**config.mk**
```make
export PLATFORM = sky130hd
export DESIGN_NAME = nor_probe_seq
export DESIGN_NICKNAME = d
export VERILOG_FILES = /design/src/rtl/nor_probe_pkg.sv /design/src/rtl/nor_probe_timer.sv /design/src/rtl/nor_probe_access.sv /design/src/rtl/nor_probe_sigcheck.sv /design/src/rtl/nor_probe_fsm.sv /design/src/rtl/nor_probe_seq.sv
export SDC_FILE = /design/constraint.sdc
export NUM_CORES = 1
export LEC_CHECK = 0
export BUFFER_PORTS_ARGS = -buffer_cell sky130_fd_sc_hd__buf_2
export CORE_ASPECT_RATIO = 1.25
export CORE_MARGIN = 1
export CORE_UTILIZATION = 46
export DETAILED_ROUTE_END_ITERATION = 8
export GPL_TIMING_DRIVEN = 1
export PLACE_DENSITY = 0.81
export SETUP_SLACK_MARGIN = 0.15
export SLEW_MARGIN = 20
export SYNTH_ARGS = -nofsm -noshare
export SYNTH_HDL_FRONTEND = slang
export SYNTH_SLANG_ARGS = --single-unit
```
**constraint.sdc**
```tcl
create_clock -name clk -period 3.7 [get_ports clk]
set_input_delay 0.185 -clock clk [delete_from_list [all_inputs] [get_ports clk]]
set_output_delay 0.185 -clock clk [all_outputs]
set_load 0.02 [all_outputs]
```
**src/rtl/nor_probe_pkg.sv**
```systemverilog
package nor_probe_pkg;

   typedef enum logic [2:0] {
      ST_IDLE,
      ST_RSTLOW,
      ST_RECOVER,
      ST_ENTRY,
      ST_READ,
      ST_EXIT,
      ST_DONE
   } probe_state_e;

   localparam int unsigned NUM_READS   = 3;
   localparam int unsigned READ_BASE   = 32'h20;
   localparam int unsigned READ_STRIDE = 2;

   // expected low byte of identification word idx
   function automatic logic [7:0] sig_byte(input logic [1:0] idx);
      case (idx)
         2'd0:    sig_byte = 8'h51;
         2'd1:    sig_byte = 8'h52;
         default: sig_byte = 8'h59;
      endcase
   endfunction

   // word offset of identification read idx
   function automatic int unsigned read_offset(input logic [1:0] idx);
      read_offset = READ_BASE + READ_STRIDE * int'(idx);
   endfunction

endpackage

```
**src/rtl/nor_probe_timer.sv**
```systemverilog
module nor_probe_timer #(
   parameter int unsigned CNT_W = 8
) (
   input  logic             clk,
   input  logic             rst_n,
   input  logic             load,
   input  logic [CNT_W-1:0] load_val,
   output logic             expired
);
   logic [CNT_W-1:0] cnt_q;

   always_ff @(posedge clk or negedge rst_n) begin
      if (!rst_n)
         cnt_q <= '0;
      else if (load)
         cnt_q <= load_val;
      else if (cnt_q != '0)
         cnt_q <= cnt_q - 1'b1;
   end

   assign expired = (cnt_q == '0);
endmodule

```
**src/rtl/nor_probe_access.sv**
```systemverilog
module nor_probe_access
   import nor_probe_pkg::*;
#(
   parameter int unsigned ADDR_W    = 24,
   parameter int unsigned DATA_W    = 16,
   parameter int unsigned CMD_OFS   = 32'h555,
   parameter int unsigned CFI_ENTRY = 32'h98,
   parameter int unsigned SW_RESET  = 32'hF0
) (
   input  probe_state_e      state,
   input  logic [1:0]        rd_idx,
   output logic              req,
   output logic              we,
   output logic [ADDR_W-1:0] addr,
   output logic [DATA_W-1:0] wdata
);
   localparam logic [ADDR_W-1:0] CMD_ADDR = ADDR_W'(CMD_OFS);
   localparam logic [DATA_W-1:0] ENTRY_D  = DATA_W'(CFI_ENTRY);
   localparam logic [DATA_W-1:0] EXIT_D   = DATA_W'(SW_RESET);

   always_comb begin
      req   = 1'b0;
      we    = 1'b0;
      addr  = '0;
      wdata = '0;
      unique case (state)
         ST_ENTRY: begin
            req   = 1'b1;
            we    = 1'b1;
            addr  = CMD_ADDR;
            wdata = ENTRY_D;
         end
         ST_READ: begin
            req   = 1'b1;
            addr  = ADDR_W'(read_offset(rd_idx));
         end
         ST_EXIT: begin
            req   = 1'b1;
            we    = 1'b1;
            addr  = CMD_ADDR;
            wdata = EXIT_D;
         end
         default: ;
      endcase
   end
endmodule

```
**src/rtl/nor_probe_sigcheck.sv**
```systemverilog
module nor_probe_sigcheck
   import nor_probe_pkg::*;
#(
   parameter int unsigned DATA_W = 16
) (
   input  logic [1:0]        rd_idx,
   input  logic [DATA_W-1:0] rdata,
   output logic              match
);
   logic [7:0] low_byte;

   generate
      if (DATA_W > 8) begin : g_wide
         logic unused_upper;
         assign unused_upper = ^rdata[DATA_W-1:8];
         assign low_byte     = rdata[7:0];
      end else begin : g_byte
         assign low_byte = rdata[7:0];
      end
   endgenerate

   assign match = (low_byte == sig_byte(rd_idx));
endmodule

```
**src/rtl/nor_probe_fsm.sv**
```systemverilog
module nor_probe_fsm
   import nor_probe_pkg::*;
#(
   parameter int unsigned RST_CYC     = 500,
   parameter int unsigned RECOVER_CYC = 1500,
   parameter int unsigned CNT_W       = 11,
   parameter bit          EARLY_EXIT  = 1'b1
) (
   input  logic             clk,
   input  logic             rst_n,
   input  logic             start,
   input  logic             bus_ack,
   input  logic             tmr_expired,
   input  logic             rd_match,
   output probe_state_e     state,
   output logic [1:0]       rd_idx,
   output logic             tmr_load,
   output logic [CNT_W-1:0] tmr_val,
   output logic             fail
);
   localparam logic [CNT_W-1:0] RST_LOAD = CNT_W'(RST_CYC - 1);
   localparam logic [CNT_W-1:0] REC_LOAD = CNT_W'(RECOVER_CYC - 1);
   localparam logic [1:0]       LAST_IDX = 2'(NUM_READS - 1);

   probe_state_e state_q, state_d;
   logic [1:0]   idx_q, idx_d;
   logic         fail_q, fail_d;
   logic         stop_on_miss;

   generate
      if (EARLY_EXIT) begin : g_early
         assign stop_on_miss = !rd_match;
      end else begin : g_full
         assign stop_on_miss = 1'b0;
      end
   endgenerate

   always_comb begin
      state_d  = state_q;
      idx_d    = idx_q;
      fail_d   = fail_q;
      tmr_load = 1'b0;
      tmr_val  = '0;
      unique case (state_q)
         ST_IDLE, ST_DONE: begin
            if (start) begin
               state_d  = ST_RSTLOW;
               idx_d    = '0;
               fail_d   = 1'b0;
               tmr_load = 1'b1;
               tmr_val  = RST_LOAD;
            end
         end
         ST_RSTLOW: begin
            if (tmr_expired) begin
               state_d  = ST_RECOVER;
               tmr_load = 1'b1;
               tmr_val  = REC_LOAD;
            end
         end
         ST_RECOVER: begin
            if (tmr_expired) state_d = ST_ENTRY;
         end
         ST_ENTRY: begin
            if (bus_ack) state_d = ST_READ;
         end
         ST_READ: begin
            if (bus_ack) begin
               if (!rd_match) fail_d = 1'b1;
               if (idx_q == LAST_IDX || stop_on_miss)
                  state_d = ST_EXIT;
               else
                  idx_d = 2'(idx_q + 2'd1);
            end
         end
         ST_EXIT: begin
            if (bus_ack) state_d = ST_DONE;
         end
         default: state_d = ST_IDLE;
      endcase
   end

   always_ff @(posedge clk or negedge rst_n) begin
      if (!rst_n) begin
         state_q <= ST_IDLE;
         idx_q   <= '0;
         fail_q  <= 1'b0;
      end else begin
         state_q <= state_d;
         idx_q   <= idx_d;
         fail_q  <= fail_d;
      end
   end

   assign state  = state_q;
   assign rd_idx = idx_q;
   assign fail   = fail_q;
endmodule

```
**src/rtl/nor_probe_seq.sv**
```systemverilog
module nor_probe_seq
   import nor_probe_pkg::*;
#(
   parameter int unsigned CLK_MHZ     = 50,
   parameter int unsigned RST_LOW_NS  = 10000,
   parameter int unsigned RECOVER_NS  = 30000,
   parameter int unsigned ADDR_W      = 24,
   parameter int unsigned DATA_W      = 16,
   parameter int unsigned CMD_OFS     = 32'h555,
   parameter int unsigned CFI_ENTRY   = 32'h98,
   parameter int unsigned SW_RESET    = 32'hF0,
   parameter bit          EARLY_EXIT  = 1'b1
) (
   input  logic              clk,
   input  logic              rst_n,
   input  logic              start,
   output logic              flash_rst_n,
   output logic              bus_req,
   output logic              bus_we,
   output logic [ADDR_W-1:0] bus_addr,
   output logic [DATA_W-1:0] bus_wdata,
   input  logic              bus_ack,
   input  logic [DATA_W-1:0] bus_rdata,
   output logic              done,
   output logic              pass
);
   localparam int unsigned RST_CYC     = (RST_LOW_NS * CLK_MHZ + 999) / 1000;
   localparam int unsigned RECOVER_CYC = (RECOVER_NS * CLK_MHZ + 999) / 1000;
   localparam int unsigned MAX_CYC     = (RST_CYC > RECOVER_CYC) ? RST_CYC : RECOVER_CYC;
   localparam int unsigned CNT_W       = $clog2(MAX_CYC + 1);

   generate
      if (RST_CYC < 1) begin : g_bad_rst
         $error("reset pulse must last at least one cycle");
      end
      if (RECOVER_CYC < 1) begin : g_bad_rec
         $error("recovery wait must last at least one cycle");
      end
      if (ADDR_W < 11 || CMD_OFS >= (32'h1 << ADDR_W)) begin : g_bad_addr
         $error("address width too small for command offset");
      end
      if (DATA_W < 8) begin : g_bad_data
         $error("data width must hold a byte");
      end
   endgenerate

   probe_state_e     state;
   logic [1:0]       rd_idx;
   logic             tmr_load, tmr_expired, rd_match, fail;
   logic [CNT_W-1:0] tmr_val;

   nor_probe_timer #(.CNT_W(CNT_W)) u_timer (
      .clk      (clk),
      .rst_n    (rst_n),
      .load     (tmr_load),
      .load_val (tmr_val),
      .expired  (tmr_expired)
   );

   nor_probe_sigcheck #(.DATA_W(DATA_W)) u_sig (
      .rd_idx (rd_idx),
      .rdata  (bus_rdata),
      .match  (rd_match)
   );

   nor_probe_fsm #(
      .RST_CYC     (RST_CYC),
      .RECOVER_CYC (RECOVER_CYC),
      .CNT_W       (CNT_W),
      .EARLY_EXIT  (EARLY_EXIT)
   ) u_fsm (
      .clk         (clk),
      .rst_n       (rst_n),
      .start       (start),
      .bus_ack     (bus_ack),
      .tmr_expired (tmr_expired),
      .rd_match    (rd_match),
      .state       (state),
      .rd_idx      (rd_idx),
      .tmr_load    (tmr_load),
      .tmr_val     (tmr_val),
      .fail        (fail)
   );

   nor_probe_access #(
      .ADDR_W    (ADDR_W),
      .DATA_W    (DATA_W),
      .CMD_OFS   (CMD_OFS),
      .CFI_ENTRY (CFI_ENTRY),
      .SW_RESET  (SW_RESET)
   ) u_acc (
      .state  (state),
      .rd_idx (rd_idx),
      .req    (bus_req),
      .we     (bus_we),
      .addr   (bus_addr),
      .wdata  (bus_wdata)
   );

   assign flash_rst_n = (state != ST_RSTLOW);
   assign done        = (state == ST_DONE);
   assign pass        = done && !fail;
endmodule

```
# After elaboration in Yosys (flattened, before gate mapping)
# Index checks and enable logic that the tools add are counted.
[op_classes]
addsub = 3
mul = 0
n_div = 0
n_lt_le_gt_ge = 0
eq_ne = 19
shift = 0
mux = 29
bitwise_logic = 0
n_reduce_logical = 16
[op_table]
columns = ["cell", "count"]
rows = [
  ["$pmux 24 s2", 1],
  ["$mux 11", 3],
  ["$pmux 11 s2", 1],
  ["$mux 3", 7],
  ["$ne 2x2->1 const B", 9],
  ["$pmux 3 s6", 1],
  ["$pmux 8 s2", 1],
  ["$logic_not 11->1", 1],
  ["$reduce_bool 11->1", 1],
  ["$sub 11x1->11 const B", 1],
  ["$eq 3x3->1 const B", 3],
  ["$mux 9", 1],
  ["$eq 8x7->1", 1],
  ["$pmux 4 s2", 1],
  ["$reduce_and 4->1", 2],
  ["$add 6x3->7 const A", 1],
  ["$mux 1", 7],
  ["$reduce_and 7->1", 1],
  ["$eq 3x2->1 const B", 2],
  ["$mux 2", 3],
  ["$pmux 1 s2", 2],
  ["$pmux 2 s2", 1],
  ["$reduce_bool 2->1", 2],
  ["$reduce_or 2->1", 2],
  ["other kinds (11)", 12],
]
[word_totals]
ff_bits = 17
latch_bits = 0
ramBits = 0
rom_bits = 0
inputBits = 20
out_inout_bits = 45
mem_count = 0

# Logic depth before layout (Yosys ltp)
[logic_depth]
word_depth = 8
depth_mapped = 7
mapped_depth_nobuf = 6

# Hierarchy
# Synthesis repeated with hierarchy kept, for this count alone.
[unflattened]
cells_unflattened = 192
hier_area_um2 = 1652.8
[modules_own_cells]
columns = ["module", "instances", "cells_per_inst", "area_per_inst_um2", "seq_area_each_um2"]
rows = [
  ["nor_probe_timer", 1, 63, 626.9, 275.3],
  ["nor_probe_fsm", 1, 70, 595.6, 150.1],
  ["nor_probe_access", 1, 48, 340.3, 0.0],
  ["nor_probe_sigcheck", 1, 8, 58.8, 0.0],
  ["nor_probe_seq", 1, 3, 31.3, 0.0],
]

# Worst setup path before layout
# No wires, ideal clock.
[synth_path]
path_kind = "register -> register"
start = "reg u_timer.cnt_q[0]"
end = "reg u_fsm.state_q[0] (netlist: u_fsm.state[0])"
setup_time_ps = 120
arrival_ps = 1675
path_slack_ps = 1904
path_stages_with_launch = 8
path_cell_list = "dfrtp_1 inv_1 ha_1 nor3b_1 and3_1 buf_2 o221ai_1 and4_1"
[synth_via]
elab_chain_cells = 3
[synth_lines]
columns = ["element", "line_no", "text"]
rows = [
  ["from (decl)", "nor_probe_timer.sv:10", "logic [CNT_W-1:0] cnt_q;"],
  ["from (signal assigned)", "nor_probe_timer.sv:16", "cnt_q <= load_val;"],
  ["from (signal assigned)", "nor_probe_timer.sv:18", "cnt_q <= cnt_q - 1'b1;"],
  ["$logic_not 11->1 *", "nor_probe_timer.sv:21", "assign expired = (cnt_q == '0);"],
  ["$ne 2x2->1 (no line)", "-", ""],
  ["$reduce_and 7->1 (no line) *", "-", ""],
  ["to (signal assigned)", "nor_probe_fsm.sv:89", "state_q <= state_d;"],
  ["to (decl)", "nor_probe_fsm.sv:25", "probe_state_e state_q, state_d;"],
]
# Every way passes the cells marked *; elsewhere a longest branch is shown, timed or not.
# A chain may end at the register's enable or synchronous reset.

# Worst setup path after layout
# Same ends and word-level chain as after synthesis.

==> impl_metrics.toml <==
[grt]
grt_pass1_vias = 993
grt_overflow = 0
grt_max_degree = 18
grt_antenna_before_repair = 0
grt_pass1_wl_microns = 4120
grt_use_total_pct = 16.3

[clocking]
clockBufferDepth = 2
tritoncts = "built"
ctsResizeCount = 0
cts_max_level = 1
cts.clk_slew.worst_paths_ns = 0.10
cts_buffers = 3
clock-sinks = 17
cts_root_buf = "clkbuf_4"
clock_latency_ns = 0.29

[sta]
min_period_ns = 2.07
rsz0062_at_grt = "false"
fin_crit_sh_pct = 55.8
fmax_mhz = 484
tightest_slew_ns = 0.528
clock-skew-final_ns = 0.00495
whs_ns = 0.171
setup_viol_count_final = 0
report.final.slew_viol_count = 0
relSlewSlack_pct = 64.5
fin_setup_tns_ns = 0
hold_violations = 0

[detailed_routing]
vias_per_cell = 5.13
drcViolationCount = 0
dr.pass1.iters = 4
detailedRoute.firstIterationViolations = 17
drt-total-wl_microns = 2390
wl_per_cell_microns = 11.1
antenna_left = 0
via_count = 1103

[placement]
dp_hpwl_microns = 1810
placed_area_sq_mm = 0.00143
place_congestion = 0.783
io_buffers = 29

[final_layout]
final_area_sq_mm = 0.00146
final_cell_mix = "buf_2, conb_1, dfrtp_1"
drive_above_1_share_pct = 24.0
nets = 204
n_fill_cell = 297
final_common_cell = "buf_2"
area_growth_pct = 3.55
antenna_cells = 0

[synth]
yosys_warnings = 0
synthXorXnorAreaFrac_pct = 3.10
synth_top_area_cell = "dfrtp_1"
synth_edf_count = 0
synth_compound_area_share_pct = 16.0
synthFlopType = "dfrtp_1"
synth_area_leaders = "dfrtp_1, buf_4, ha_1"
synth.area.mux_share_pct = 2.22
async_flop_share_pct = 100
synth_top_area_share_pct = 30.1
synth_adder_area_share_pct = 3.55
ys_seq_area_share_pct = 30.1
synth_top_family_by_area = "simple AND/OR/NAND/NOR gates"
synth_cell_types = 52
synth-simple-area-share_pct = 23.8
syn_area_sq_mm = 0.00141
ys_ff_latch = 17
synth_area_per_cell_sq_um = 8.99
syn_inst = 157

[worst_setup_path]
cp.required_ns = 3.89
crit_path_start_kind = "flip-flop"
path_class = "reg -> reg"
worstPathMaxFanout = 7
critPathArrivalTime_ns = 2.26
cp-end-kind = "flip-flop"

[pwr]
p_seq_share_pct = 40.1
power_density_mw_per_mm2 = 579
switching_share_pct = 47.0
ir_worst_vdd_v = 0.000391
combPwrFrac_pct = 48.0
p_switching_w = 0.000398
leakage_nw = 0.686
clkPwrFrac_pct = 11.9
p_int_w = 0.000449

[run_status]
status = "finished, final reports clean"

[die]
dieArea_sq_mm = 0.00330
io_pins = 65
dieHeight_microns = 63.9
start_util_pct = 48.4
core_area_sq_mm = 0.00292
die_w_microns = 51.5
rows = 22

[flow_run]
cap_violations = 0

[min_path]
hp-class = "in -> reg"
critical path, stage by stage (launching register included):
cell	delay, ns
dfrtp_1	0.41
inv_1	0.10
ha_1	0.34
nor3b_1	0.41
and3_1	0.33
o221ai_1	0.19
and4_1	0.19
state kept, by name (all words and copies together) (netlist names):
signal         count
u_fsm.fail         1
u_fsm.rd_idx       2
u_fsm.state        3
u_timer.cnt_q     11
cell usage after synthesis (2+ instances only):
cell	n
a211o_1	2
nor4_1	3
inv_2	2
o21a_1	2
xnor2_1	4
nor3_2	2
nor3_1	2
mux2i_1	2
and3_1	3
ha_1	4
nor2b_1	2
nor4_2	2
o21ai_1	3
or2_1	3
nand3_1	8
o21ai_0	4
buf_4	34
o31ai_1	3
nand3b_1	2
dfrtp_1	17
or4_4	2
nand2_1	12
nor2_1	5
inv_1	4
buf_2	3
path summary, 6_finish.rpt:
path	startpoint	endpoint	slack [ns]	cells past startpoint
worst max-delay path	u_timer.cnt_q[0]	u_fsm.state[0]	1.63	6
worst min-delay path	bus_ack	u_fsm.state[2]	0.17	2
worst max register to register	u_timer.cnt_q[0]	u_fsm.state[0]	1.63	6
worst min register to register	u_fsm.fail	u_fsm.fail	0.50	1
max in group asynchronous	rst_n	u_timer.cnt_q[5]	3.09	2
min in group asynchronous	rst_n	u_timer.cnt_q[8]	0.33	2
metal layers:
metal | up-vias | part of all wire [%] | wire [microns] | GRT usage [%]
li1 | 544 | - | - | -
met1 | 512 | 42 | 999 | 18.0
met2 | 43 | 52 | 1230 | 30.0
met3 | 4 | 5.7 | 135 | 2.14
met4 | 0 | 0.88 | 21 | 7.09
met5 | - | 0 | 0 | 0
cells by family (layout without fill, tap and decap cells):
logic type / count (synthesis) / in the layout
xor+xnor: 5 / 5
other cells: 1 / 27
fa+ha+maj: 4 / 4
compound gates: 28 / 28
mux: 3 / 3
buf+inv: 44 / 40
simple gates: 55 / 55
flops: 17 / 17
area by class of cell:
type | instances | area (sq um) | share of cell area, %
sequential | 17 | 425 | 29.1
clock buffer | 4 | 26.3 | 1.80
timing repair buffer | 30 | 155 | 10.6
inverter | 6 | 22.5 | 1.54
multi-input combinational | 122 | 787 | 53.9
tap | 36 | 45.0 | 3.08
power groups by stage:
stage | logic (W) | registers (W) | clock network (W)
after CTS | 0.000410 | 0.000337 | 0.000105
after global placement | 0.000400 | 0.000338 | 0
after global routing | 0.000455 | 0.000353 | 0.000111
after detailed placement | 0.000406 | 0.000340 | 0
after floorplan | 0.000387 | 0.000308 | 0
final | 0.000406 | 0.000339 | 0.000101
timing repair:
| action | 4_1_cts | 5_1_grt |
|---|---|---|
| endpoints found under the hold margin | 17 | 0 |
| hold buffers | 1 | 0 |
| buffers inserted | 0 | 0 |
through the flow:
stage	worst slack, ns	total power [W]	std cells	util [%]
2_1_floorplan	1.90	0.000695	183	-
3_3_place_gp	1.71	0.000738	210	48.8
3_5_place_dp	1.68	0.000745	210	48.8
4_1_cts	1.64	0.000852	215	50.1
5_1_grt	1.45	0.000919	215	50.1
6_report	1.63	0.000847	215	50.1
Power figures use the tool's default switching activity.
